===== config.mk =====
export PLATFORM = sky130hd
export DESIGN_NAME = dword_bufmgr
export DESIGN_NICKNAME = d
export VERILOG_FILES = /design/src/rtl/bufmgr_pkg.sv /design/src/rtl/bufmgr_ctrl.sv /design/src/rtl/bufmgr_dpath.sv /design/src/rtl/dword_bufmgr.sv
export SDC_FILE = /design/constraint.sdc
export NUM_CORES = 1
export LEC_CHECK = 0
export BUFFER_PORTS_ARGS = -buffer_cell sky130_fd_sc_hd__buf_2
export CORE_MARGIN = 5
export CORE_UTILIZATION = 25
export DETAILED_ROUTE_END_ITERATION = 7
export MAX_ROUTING_LAYER = met4
export PLACE_DENSITY_LB_ADDON = 0.25
export SYNTH_ARGS = -nofsm -noshare
export SYNTH_HDL_FRONTEND = slang
export SYNTH_SLANG_ARGS = --single-unit
export TNS_END_PERCENT = 5

===== constraint.sdc =====
create_clock -name clk -period 6.7 [get_ports clk]
set_input_delay 1.34 -clock clk [delete_from_list [all_inputs] [get_ports clk]]
set_output_delay 1.34 -clock clk [all_outputs]
set_load 0.01 [all_outputs]

===== src/rtl/bufmgr_pkg.sv =====
package bufmgr_pkg;

  typedef enum logic [1:0] {
    DIR_RX = 2'd0,
    DIR_TX = 2'd1,
    DIR_BC = 2'd2
  } dir_e;

  typedef enum logic [1:0] {
    SCH_SINGLE = 2'd0,
    SCH_DOUBLE = 2'd1,
    SCH_RING   = 2'd2
  } scheme_e;

  // Strobes from the control FSM to the datapath
  typedef struct packed {
    logic latchCtx;
    logic loadPtr;
    logic advance;
  } strobe_t;

  // Ring size code to log2(words): 001 -> 7 (128) ... 111 -> 13 (8192), 000 -> 7
  function automatic logic [3:0] ringLog2(input logic [2:0] code);
    ringLog2 = (code == 3'd0) ? 4'd7 : 4'd6 + {1'b0, code};
  endfunction

endpackage


===== src/rtl/bufmgr_ctrl.sv =====
module bufmgr_ctrl
  import bufmgr_pkg::*;
(
  input  logic    clk,
  input  logic    rst_n,
  input  logic    msgStart,
  input  logic    wordReq,
  input  logic    msgEnd,
  input  logic    msgOk,
  input  scheme_e scheme,
  output strobe_t stb,
  output logic    memRe,
  output logic    memWe,
  output logic    busy
);

  typedef enum logic [2:0] {
    ST_IDLE, ST_FETCH, ST_LOAD, ST_ACTIVE, ST_WRBACK
  } state_e;

  state_e state, stateNext;

  always_ff @(posedge clk) begin
    if (!rst_n) state <= ST_IDLE;
    else        state <= stateNext;
  end

  always_comb begin
    stateNext = state;
    unique case (state)
      ST_IDLE:   if (msgStart) stateNext = ST_FETCH;
      ST_FETCH:  stateNext = ST_LOAD;
      ST_LOAD:   stateNext = ST_ACTIVE;
      ST_ACTIVE: begin
        if (msgEnd) begin
          if (msgOk && scheme != SCH_SINGLE) stateNext = ST_WRBACK;
          else                               stateNext = ST_IDLE;
        end
      end
      ST_WRBACK: stateNext = ST_IDLE;
      default:   stateNext = ST_IDLE;
    endcase
  end

  always_comb begin
    stb.latchCtx = (state == ST_IDLE) && msgStart;
    stb.loadPtr  = (state == ST_LOAD);
    stb.advance  = (state == ST_ACTIVE) && wordReq && !msgEnd;
    memRe        = (state == ST_FETCH);
    memWe        = (state == ST_WRBACK);
    busy         = (state != ST_IDLE);
  end

endmodule


===== src/rtl/bufmgr_dpath.sv =====
module bufmgr_dpath
  import bufmgr_pkg::*;
#(
  parameter int          ADDR_W     = 16,
  parameter int          SA_W       = 5,
  parameter int          BLK_W      = 5,
  parameter logic [15:0] TBL_A_BASE = 16'h0140,
  parameter logic [15:0] TBL_B_BASE = 16'h01C0,
  parameter logic [15:0] RING_A_LOC = 16'h0101,
  parameter logic [15:0] RING_B_LOC = 16'h0105
) (
  input  logic              clk,
  input  logic              rst_n,
  input  strobe_t           stb,
  input  logic [1:0]        dirIn,
  input  logic [SA_W-1:0]   subAddr,
  input  logic [2:0]        ctrlMm,
  input  logic              ctrlGlobal,
  input  logic              areaSel,
  input  logic              sepBcast,
  input  logic [2:0]        globalSize,
  input  logic [ADDR_W-1:0] memRdata,
  output scheme_e           scheme,
  output logic [ADDR_W-1:0] ptrLoc,
  output logic [ADDR_W-1:0] wbData,
  output logic [ADDR_W-1:0] wordAddr,
  output logic              addrValid,
  output logic              midFlag,
  output logic              wrapFlag
);

  localparam int IDX_W = 2 + SA_W;
  localparam logic [ADDR_W-1:0] ONE = ADDR_W'(1);
  localparam logic [ADDR_W-1:0] BLK_TOGGLE = ONE << BLK_W;

  // ---- message context decode ----
  logic              isRecv, useRing;
  logic [1:0]        tblDir;
  scheme_e           schemeD;
  logic [3:0]        log2D;
  logic [ADDR_W-1:0] locD, tblBase;

  always_comb begin
    isRecv  = (dirIn != DIR_TX);
    useRing = isRecv && ctrlGlobal;
    if (dirIn == DIR_TX)                    tblDir = DIR_TX;
    else if (dirIn == DIR_RX || !sepBcast)  tblDir = DIR_RX;
    else                                    tblDir = DIR_BC;

    if (useRing || ctrlMm != 3'd0) schemeD = SCH_RING;
    else if (isRecv)               schemeD = SCH_DOUBLE;
    else                           schemeD = SCH_SINGLE;

    log2D   = useRing ? ringLog2(globalSize) : ringLog2(ctrlMm);
    tblBase = areaSel ? TBL_B_BASE : TBL_A_BASE;
    if (useRing) locD = areaSel ? RING_B_LOC : RING_A_LOC;
    else         locD = tblBase + ADDR_W'({tblDir, subAddr});
  end

  logic [3:0] log2Q;

  always_ff @(posedge clk) begin
    if (!rst_n) begin
      scheme <= SCH_SINGLE;
      log2Q  <= 4'd7;
      ptrLoc <= '0;
    end else if (stb.latchCtx) begin
      scheme <= schemeD;
      log2Q  <= log2D;
      ptrLoc <= locD;
    end
  end

  // ---- pointer and word addressing ----
  logic [ADDR_W-1:0] ptrQ, ringMask, ringHalf, ringNext, addrD;
  logic [BLK_W-1:0]  idxQ;

  always_comb begin
    ringMask = (ONE << log2Q) - ONE;
    ringHalf = ONE << (log2Q - 4'd1);
    ringNext = (ptrQ & ~ringMask) | ((ptrQ + ONE) & ringMask);
    unique case (scheme)
      SCH_SINGLE: addrD = {ptrQ[ADDR_W-1:BLK_W], idxQ};
      SCH_DOUBLE: addrD = {ptrQ[ADDR_W-1:BLK_W+1], ~ptrQ[BLK_W], idxQ};
      default:    addrD = ptrQ;
    endcase
    wbData = (scheme == SCH_RING) ? ptrQ : (ptrQ ^ BLK_TOGGLE);
  end

  always_ff @(posedge clk) begin
    if (!rst_n) begin
      ptrQ      <= '0;
      idxQ      <= '0;
      wordAddr  <= '0;
      addrValid <= 1'b0;
      midFlag   <= 1'b0;
      wrapFlag  <= 1'b0;
    end else begin
      addrValid <= stb.advance;
      midFlag   <= 1'b0;
      wrapFlag  <= 1'b0;
      if (stb.loadPtr) begin
        ptrQ <= memRdata;
        idxQ <= '0;
      end else if (stb.advance) begin
        wordAddr <= addrD;
        idxQ     <= idxQ + 1'b1;
        if (scheme == SCH_RING) begin
          ptrQ     <= ringNext;
          midFlag  <= (ringNext & ringMask) == ringHalf;
          wrapFlag <= (ringNext & ringMask) == '0;
        end
      end
    end
  end

  // IDX_W documents the table offset width {dir, subaddress}
  initial begin
    if (IDX_W > ADDR_W) $error("table offset wider than address");
  end

endmodule


===== src/rtl/dword_bufmgr.sv =====
module dword_bufmgr
  import bufmgr_pkg::*;
#(
  parameter int ADDR_W = 16,
  parameter int SA_W   = 5
) (
  input  logic              clk,
  input  logic              rst_n,
  input  logic              msgStart,
  input  logic [1:0]        dirIn,
  input  logic [SA_W-1:0]   subAddr,
  input  logic [2:0]        ctrlMm,
  input  logic              ctrlGlobal,
  input  logic              areaSel,
  input  logic              sepBcast,
  input  logic [2:0]        globalSize,
  input  logic              wordReq,
  input  logic              msgEnd,
  input  logic              msgOk,
  output logic              busy,
  output logic [ADDR_W-1:0] wordAddr,
  output logic              addrValid,
  output logic              midFlag,
  output logic              wrapFlag,
  output logic [ADDR_W-1:0] memAddr,
  output logic              memRe,
  output logic              memWe,
  output logic [ADDR_W-1:0] memWdata,
  input  logic [ADDR_W-1:0] memRdata
);

  strobe_t stb;
  scheme_e scheme;

  bufmgr_ctrl u_ctrl (
    .clk(clk), .rst_n(rst_n), .msgStart(msgStart), .wordReq(wordReq),
    .msgEnd(msgEnd), .msgOk(msgOk), .scheme(scheme), .stb(stb),
    .memRe(memRe), .memWe(memWe), .busy(busy)
  );

  bufmgr_dpath #(.ADDR_W(ADDR_W), .SA_W(SA_W)) u_dpath (
    .clk(clk), .rst_n(rst_n), .stb(stb), .dirIn(dirIn), .subAddr(subAddr),
    .ctrlMm(ctrlMm), .ctrlGlobal(ctrlGlobal), .areaSel(areaSel),
    .sepBcast(sepBcast), .globalSize(globalSize), .memRdata(memRdata),
    .scheme(scheme), .ptrLoc(memAddr), .wbData(memWdata),
    .wordAddr(wordAddr), .addrValid(addrValid), .midFlag(midFlag),
    .wrapFlag(wrapFlag)
  );

endmodule


==> results.cfg, run 1 <==
[sta]
slew_headroom_pct = 26.5
rsz0062_at_grt = false
period_minus_slack_ns = 3.62
fmax_mhz = 276
fin_crit_sh_pct = 54.1
hold_violations = 0
setup_tns_ns = 0
drv_slew = 0
worst_clock_skew_ns = 0.00835
setup_slack_ns = 3.08
worstMarginPinSlew_ns = 1.10
holdWs_ns = 0.451
setup_viol = 0

[pwr]
p_leak_nw = 1.86
pwr-share-seq_pct = 38.3
p_sw_w = 0.000306
p_per_area_mw_per_mm2 = 227
power_frac_clock_pct = 44.9
vdd_drop_max_uv = 83.6
swShare_pct = 29.1
pwr-share-comb_pct = 16.8
p_int_w = 0.000745

[synth]
synth_edf_count = 0
syn_area_sq_mm = 0.00393
yosys_warnings = 0
ys_seq_area_share_pct = 30.1
synthDistinctLibCells = 66
ys.flop_type = dfxtp_1
ys_async_sr_fraction_pct = 0
syn_inst = 517
avgSynthCellArea_sq_um = 7.59
ys_ff_latch = 59

[route]
drc = 0
routed_wirelength_um = 12400
wire_per_inst_um = 16.0
drtIter0Drc = 243
viasPerCell = 4.95
ant_nets = 0
firstDrtPassIters = 4
vias = 3829

[floorplan]
core-area_sq_mm = 0.0153
rows = 45
io_pins = 92
die-area_sq_mm = 0.0183
fp.dieH_um = 135
die_x_um = 135
start_util_pct = 25.6

[global_route]
grt_usage_pct = 13.9
antenna_found_initial = 0
grt_pass1_wl_um = 19700
grt_overflow = 0
grt_max_degree = 32
grt_pass1_vias = 3624

[cts]
cts_made_buffers = 9
cts_sinks = 59
htree_levels = 3
post_cts_resized = 0
clk_transition_reported_paths_ns = 0.05
cts_tree = yes
clock_latency_ns = 0.33
ctsLongestPathBuffers = 2
root_buffer = clkbuf_16
cts_hold_buf = 0
cts_setup_buffers = 0

[placement]
hpwl_um = 9030
place_congestion = 0.903
portBuffers = 85
dpl_cell_area_sq_mm = 0.00432
dp_slack_ns = 2.75

[min_path]
min_path_type = reg -> reg

[final_layout]
postLayoutCoreUtil_pct = 30.2
area_growth_pct = 17.8
diodes = 0
drive_above_1_share_pct = 20.8
final_cell_area_sq_mm = 0.00462
finalNetCount = 603

[worst_setup_path]
critical_path.slowest_cell = nand3_1
worstPathRequired_ns = 6.94
path_delay_family = simple AND/OR/NAND/NOR gates
crit_path_start_kind = primary input
cp.arrival_ns = 3.86
cp_cell_sequence = buf_2 > and4bb_2 > nand3_1 > a2111oi_0 > o221a_2 > nand4_1 > nor4_2
end_kind = register
cpPeakStageDelay_ns = 0.76
path_buf_inv = 1
path_max_fanout = 30
critical_path_class = in -> reg

[run]
max-cap-violations = 0

[outcome]
status = finished, final reports clean
==> metal layers <==
layer / wire length, um / vias up / track usage, %
li1: - / 1888 / -
met1: 5920 / 1830 / 18.9
met2: 5780 / 100 / 21.0
met3: 500 / 11 / 2.12
met4: 151 / 0 / 4.82
met5: 0 / - / -
==> logic make-up (layout without fill, tap and decap cells) <==
family	Yosys count	in the layout	share of synthesized area, %
and+or+nand+nor	207	207	27.1
AOI/OAI and AO/OA	135	135	22.6
buffers and inverters	74	115	9.72
DFF	59	59	30.1
xor gates and xnor gates	23	23	5.13
muxes	11	11	3.00
adders and majority gates	7	7	2.23
other	1	6	0.0955
==> power by group through the flow <==
stage	logic [W]	registers, W	clock network [W]
floorplan	0.000147	0.000386	0
global placement	0.000173	0.000408	0
detailed placement	0.000175	0.000409	0
CTS	0.000177	0.000401	0.000485
global route	0.000196	0.000406	0.000496
finish	0.000177	0.000402	0.000472
==> through the flow <==
stage / total power, W / instances
floorplan: 0.000532 / 522
global placement: 0.000581 / 758
detailed placement: 0.000584 / 758
CTS: 0.00106 / 774
global route: 0.00110 / 774
finish: 0.00105 / 774
==> cell type report <==
class	count	area, sq um
fillers	1699	10700
clock inverters	4	48.8
flip-flops and latches	59	1180
repair buffers	87	440
well taps	211	264
inverters	12	45.0
clock buffers	12	256
multi-input cells	389	2390
==> cell usage after synthesis (all sizes together) (3+ instances only) <==
master | n | share of area (%)
nor4 | 7 | 1.4
nand3 | 17 | 2.4
nand2 | 59 | 5.6
or3 | 4 | 0.64
a21o | 3 | 0.57
mux2 | 3 | 0.96
a221oi | 5 | 1.1
nor2b | 11 | 1.8
inv | 12 | 1.1
nor2 | 49 | 4.7
ha | 7 | 2.2
a22o | 3 | 0.67
dfxtp | 59 | 30
o311ai | 3 | 0.67
mux2i | 8 | 2.0
xor2 | 7 | 1.6
a21boi | 8 | 1.5
o21ai | 33 | 4.2
nor3 | 16 | 2.3
a32oi | 4 | 0.89
nand4 | 7 | 1.5
o211ai | 3 | 0.57
and2 | 8 | 1.3
xnor2 | 16 | 3.6
buf | 41 | 6.6
and3 | 5 | 0.80
nor3b | 8 | 1.5
nand2b | 8 | 1.3
clkbuf | 21 | 2.0
a21oi | 38 | 4.9
a211oi | 9 | 1.7
a22oi | 8 | 1.5
==> flip-flops by register name, summed over array words and instances, names as in the netlist <==
name               count
u_dpath.scheme         2
u_ctrl.state           3
u_dpath.ptrLoc        10
u_dpath.midFlag        1
u_dpath.ptrQ          16
u_dpath.addrValid      1
u_dpath.wrapFlag       1
u_dpath.wordAddr      16
u_dpath.idxQ           5
u_dpath.log2Q          4
==> tightest hold or removal path: cells and delay by family, from the launching register on <==
family	cells	cell delay, ns
DFF	1	0.30
AOI/OAI and AO/OA	1	0.05
and+or+nand+nor	1	0.05
==> worst paths after layout <==
path                      from           endpoint  slack (ns)  depth (start not counted)
max                     msgEnd    u_dpath.midFlag        3.08                          7
min          u_dpath.ptrLoc[4]  u_dpath.ptrLoc[4]        0.45                          2
max reg2reg   u_dpath.log2Q[1]    u_dpath.midFlag        3.12                         10
min reg2reg  u_dpath.ptrLoc[4]  u_dpath.ptrLoc[4]        0.45                          2
==> cells in the final DEF, fill, tap and decap left out, drive strengths merged, types with 9 or more instances in the layout <==
master,Yosys,layout
a211oi,9,9
a21oi,38,38
buf,41,87
clkbuf,21,12
dfxtp,59,59
inv,12,12
nand2,59,59
nand3,17,17
nor2,49,49
nor2b,11,11
nor3,16,16
o21ai,33,33
xnor2,16,16
Power figures use the tool's default switching activity.
==> run 2, diff against run 1 <==
ABC_AREA = 1   (was not set)
clock period = 3 ns   (was 6.7 ns; I/O delays follow)
==> run 2 against run 1 <==
Effect of this change:
- die area shrank 1.9%
- combinational power increased to 2.8 times the previous value
- routed wire length decreased by 0.90%
- clock skew is 0.0026 ns higher
- core utilization grew 0.40 points
- largest power group unchanged
==> results.cfg, run 2 <==
[synth]
ys_ff_latch = 59
syn_area_sq_mm = 0.00385
synthDistinctLibCells = 35
ys_top_cells_by_count = 166 x nand2_1, 76 x inv_1, 65 x nand3_1, 59 x dfxtp_1, 54 x nor2_1
ys.flop_type = dfxtp_1
syn_inst = 613
ys_async_sr_fraction_pct = 0
avgSynthCellArea_sq_um = 6.27
yosysMostFrequentCell = nand2_1
synth_top_cell_area_share_pct = 30.7
synth_area_leaders = dfxtp_1 31%, nand2_1 16%, nand3_1 8.5%
yosys_warnings = 0
synth_edf_count = 0
yosys.area.top_type = dfxtp_1
ys_seq_area_share_pct = 30.7

[worst_setup_path]
cpPeakStageDelay_ns = 0.52
end_kind = register
path_max_fanout = 10
cp_cell_sequence = inv_1 > nand2_1 > nor2_1 > nand2_1 > ha_1 > inv_1 > a21oi_1 > o21ai_0 > nand2_1 > nand3_1 > nand3_1 > nand4_1 > nor3_1
cp.arrival_ns = 2.78
critical_path.slowest_cell = dfxtp_1
path_delay_family = simple AND/OR/NAND/NOR gates
worst_path_most_repeated_cell = nand2_1
r2r_cells = 13
reg2reg_slack_ns = 0.46
crit_path_start_kind = register
critical_path_class = reg -> reg
worstPathRequired_ns = 3.24
path_buf_inv = 2
timing.rr.start = u_dpath.log2Q[2]
r2r_end = u_dpath.wrapFlag

[sta]
worst_clock_skew_ns = 0.0110
fmax_mhz = 394
drv_slew = 0
rsz0062_at_grt = false
holdWs_ns = 0.465
setup_tns_ns = 0
setup_viol = 0
setup_slack_ns = 0.460
fin_crit_sh_pct = 84.7
period_minus_slack_ns = 2.54
hold_violations = 0

[final_layout]
reg_top3 = u_dpath.ptrQ x16, u_dpath.wordAddr x16, u_dpath.ptrLoc x10
finalNetCount = 726
fillers = 1706
area_growth_pct = 20.4
final_common_cell = nand2_1
final_cell_mix = 166 x nand2_1, 85 x buf_2, 76 x inv_1
diodes = 0
drive_above_1_share_pct = 17.7

[floorplan]
start_util_pct = 25.4
die_x_um = 134
fp.dieH_um = 134
die-area_sq_mm = 0.0180
io_pins = 92
core-area_sq_mm = 0.0151
rows = 45

[pwr]
p_total_w = 0.00240
swShare_pct = 31.2
power_frac_clock_pct = 42.6
pwr-share-seq_pct = 37.0
vdd_drop_max_uv = 265
p_leak_nw = 2.24
pwr-share-comb_pct = 20.4
p_per_area_mw_per_mm2 = 519
p_int_w = 0.00165
p_sw_w = 0.000749

[outcome]
status = finished, final reports clean

[run]
max-cap-violations = 0

[cts]
post_cts_resized = 0
cts_made_buffers = 9
cts_tree = yes
cts_setup_buffers = 0
cts_sinks = 59
clock_latency_ns = 0.34
ctsLongestPathBuffers = 2
root_buffer = clkbuf_16
cts_hold_buf = 0
clk_transition_reported_paths_ns = 0.05
htree_levels = 3

[route]
drtIter0Drc = 213
drc = 0
vias = 4111
viasPerCell = 4.71
ant_nets = 0
wire_per_inst_um = 14.0
routed_wirelength_um = 12200
firstDrtPassIters = 5

[min_path]
min_to = u_dpath.ptrLoc[0]
min-delay-start = u_dpath.ptrLoc[0]
min_path_type = reg -> reg
min_path_cells = 2

[global_route]
grt_pass1_wl_um = 19800
grt_pass1_vias = 3904
grt_usage_pct = 14.1
antenna_found_initial = 0
grt_overflow = 0
grt_max_degree = 36

[placement]
place_congestion = 0.868
dp_slack_ns = 0.496
portBuffers = 85
hpwl_um = 9540
-- run 2: cells by family after synthesis --
kind of cell	Yosys count	share of synthesized area (%)
AND/OR/NAND/NOR	328	37.3
buffers and inverters	121	14.2
AO/OA/AOI/OAI	90	13.8
flip-flops	59	30.7
XOR/XNOR	7	1.59
adder cells (fa/ha/maj)	7	2.28
other	1	0.0975
-- run 2: final cells by class --
cell class	count	area [sq um]	share of cell area, %
multi-input combinational	438	2140	46.1
inverter	80	300	6.48
timing repair buffer	93	485	10.5
clock inverter	4	51.3	1.11
sequential	59	1180	25.5
tap	188	235	5.08
clock buffer	11	243	5.24
-- run 2: worst max path at each step --
stage,endpoint,cells past startpoint,slack [ns],start
floorplan,u_dpath.midFlag,17,1.01,u_dpath.log2Q[2]
global placement,u_dpath.midFlag,15,0.67,u_dpath.log2Q[2]
detailed placement,u_dpath.wrapFlag,13,0.50,u_dpath.log2Q[2]
CTS,u_dpath.wrapFlag,13,0.48,u_dpath.log2Q[2]
global route,u_dpath.wrapFlag,13,0.13,u_dpath.log2Q[2]
finish,u_dpath.wrapFlag,13,0.46,u_dpath.log2Q[2]
-- run 2: worst min-delay path: stages (launching register included) --
cell and delay (ns):
dfxtp_1 0.30, nand2_1 0.06, a21oi_1 0.05
-- run 2: per-layer routing --
layer	wire, um	vias up	part of all wire [%]	track usage [%]
met5	0	-	0	-
met4	155	0	1.3	3.73
met3	636	13	5.2	3.71
met2	5250	110	43	20.7
met1	6210	1862	51	19.3
li1	-	2126	-	-
-- run 2: power by group through the flow --
stage	clock, W	sequential (W)	combinational (W)
6_report	0.00102	0.000889	0.000491
5_1_grt	0.00109	0.000897	0.000563
4_1_cts	0.00106	0.000888	0.000494
3_5_place_dp	0	0.000904	0.000492
3_3_place_gp	0	0.000904	0.000494
2_1_floorplan	0	0.000888	0.000359
-- run 2: per-stage QoR --
| step | util (%) | std cells | instance area [sq um] |
|---|---|---|---|
| after floorplan | - | 618 | 3860 |
| after global placement | 28.6 | 858 | 4340 |
| after detailed placement | 28.6 | 858 | 4340 |
| after CTS | 30.6 | 873 | 4630 |
| after global routing | 30.6 | 873 | 4630 |
| final | 30.6 | 873 | 4630 |
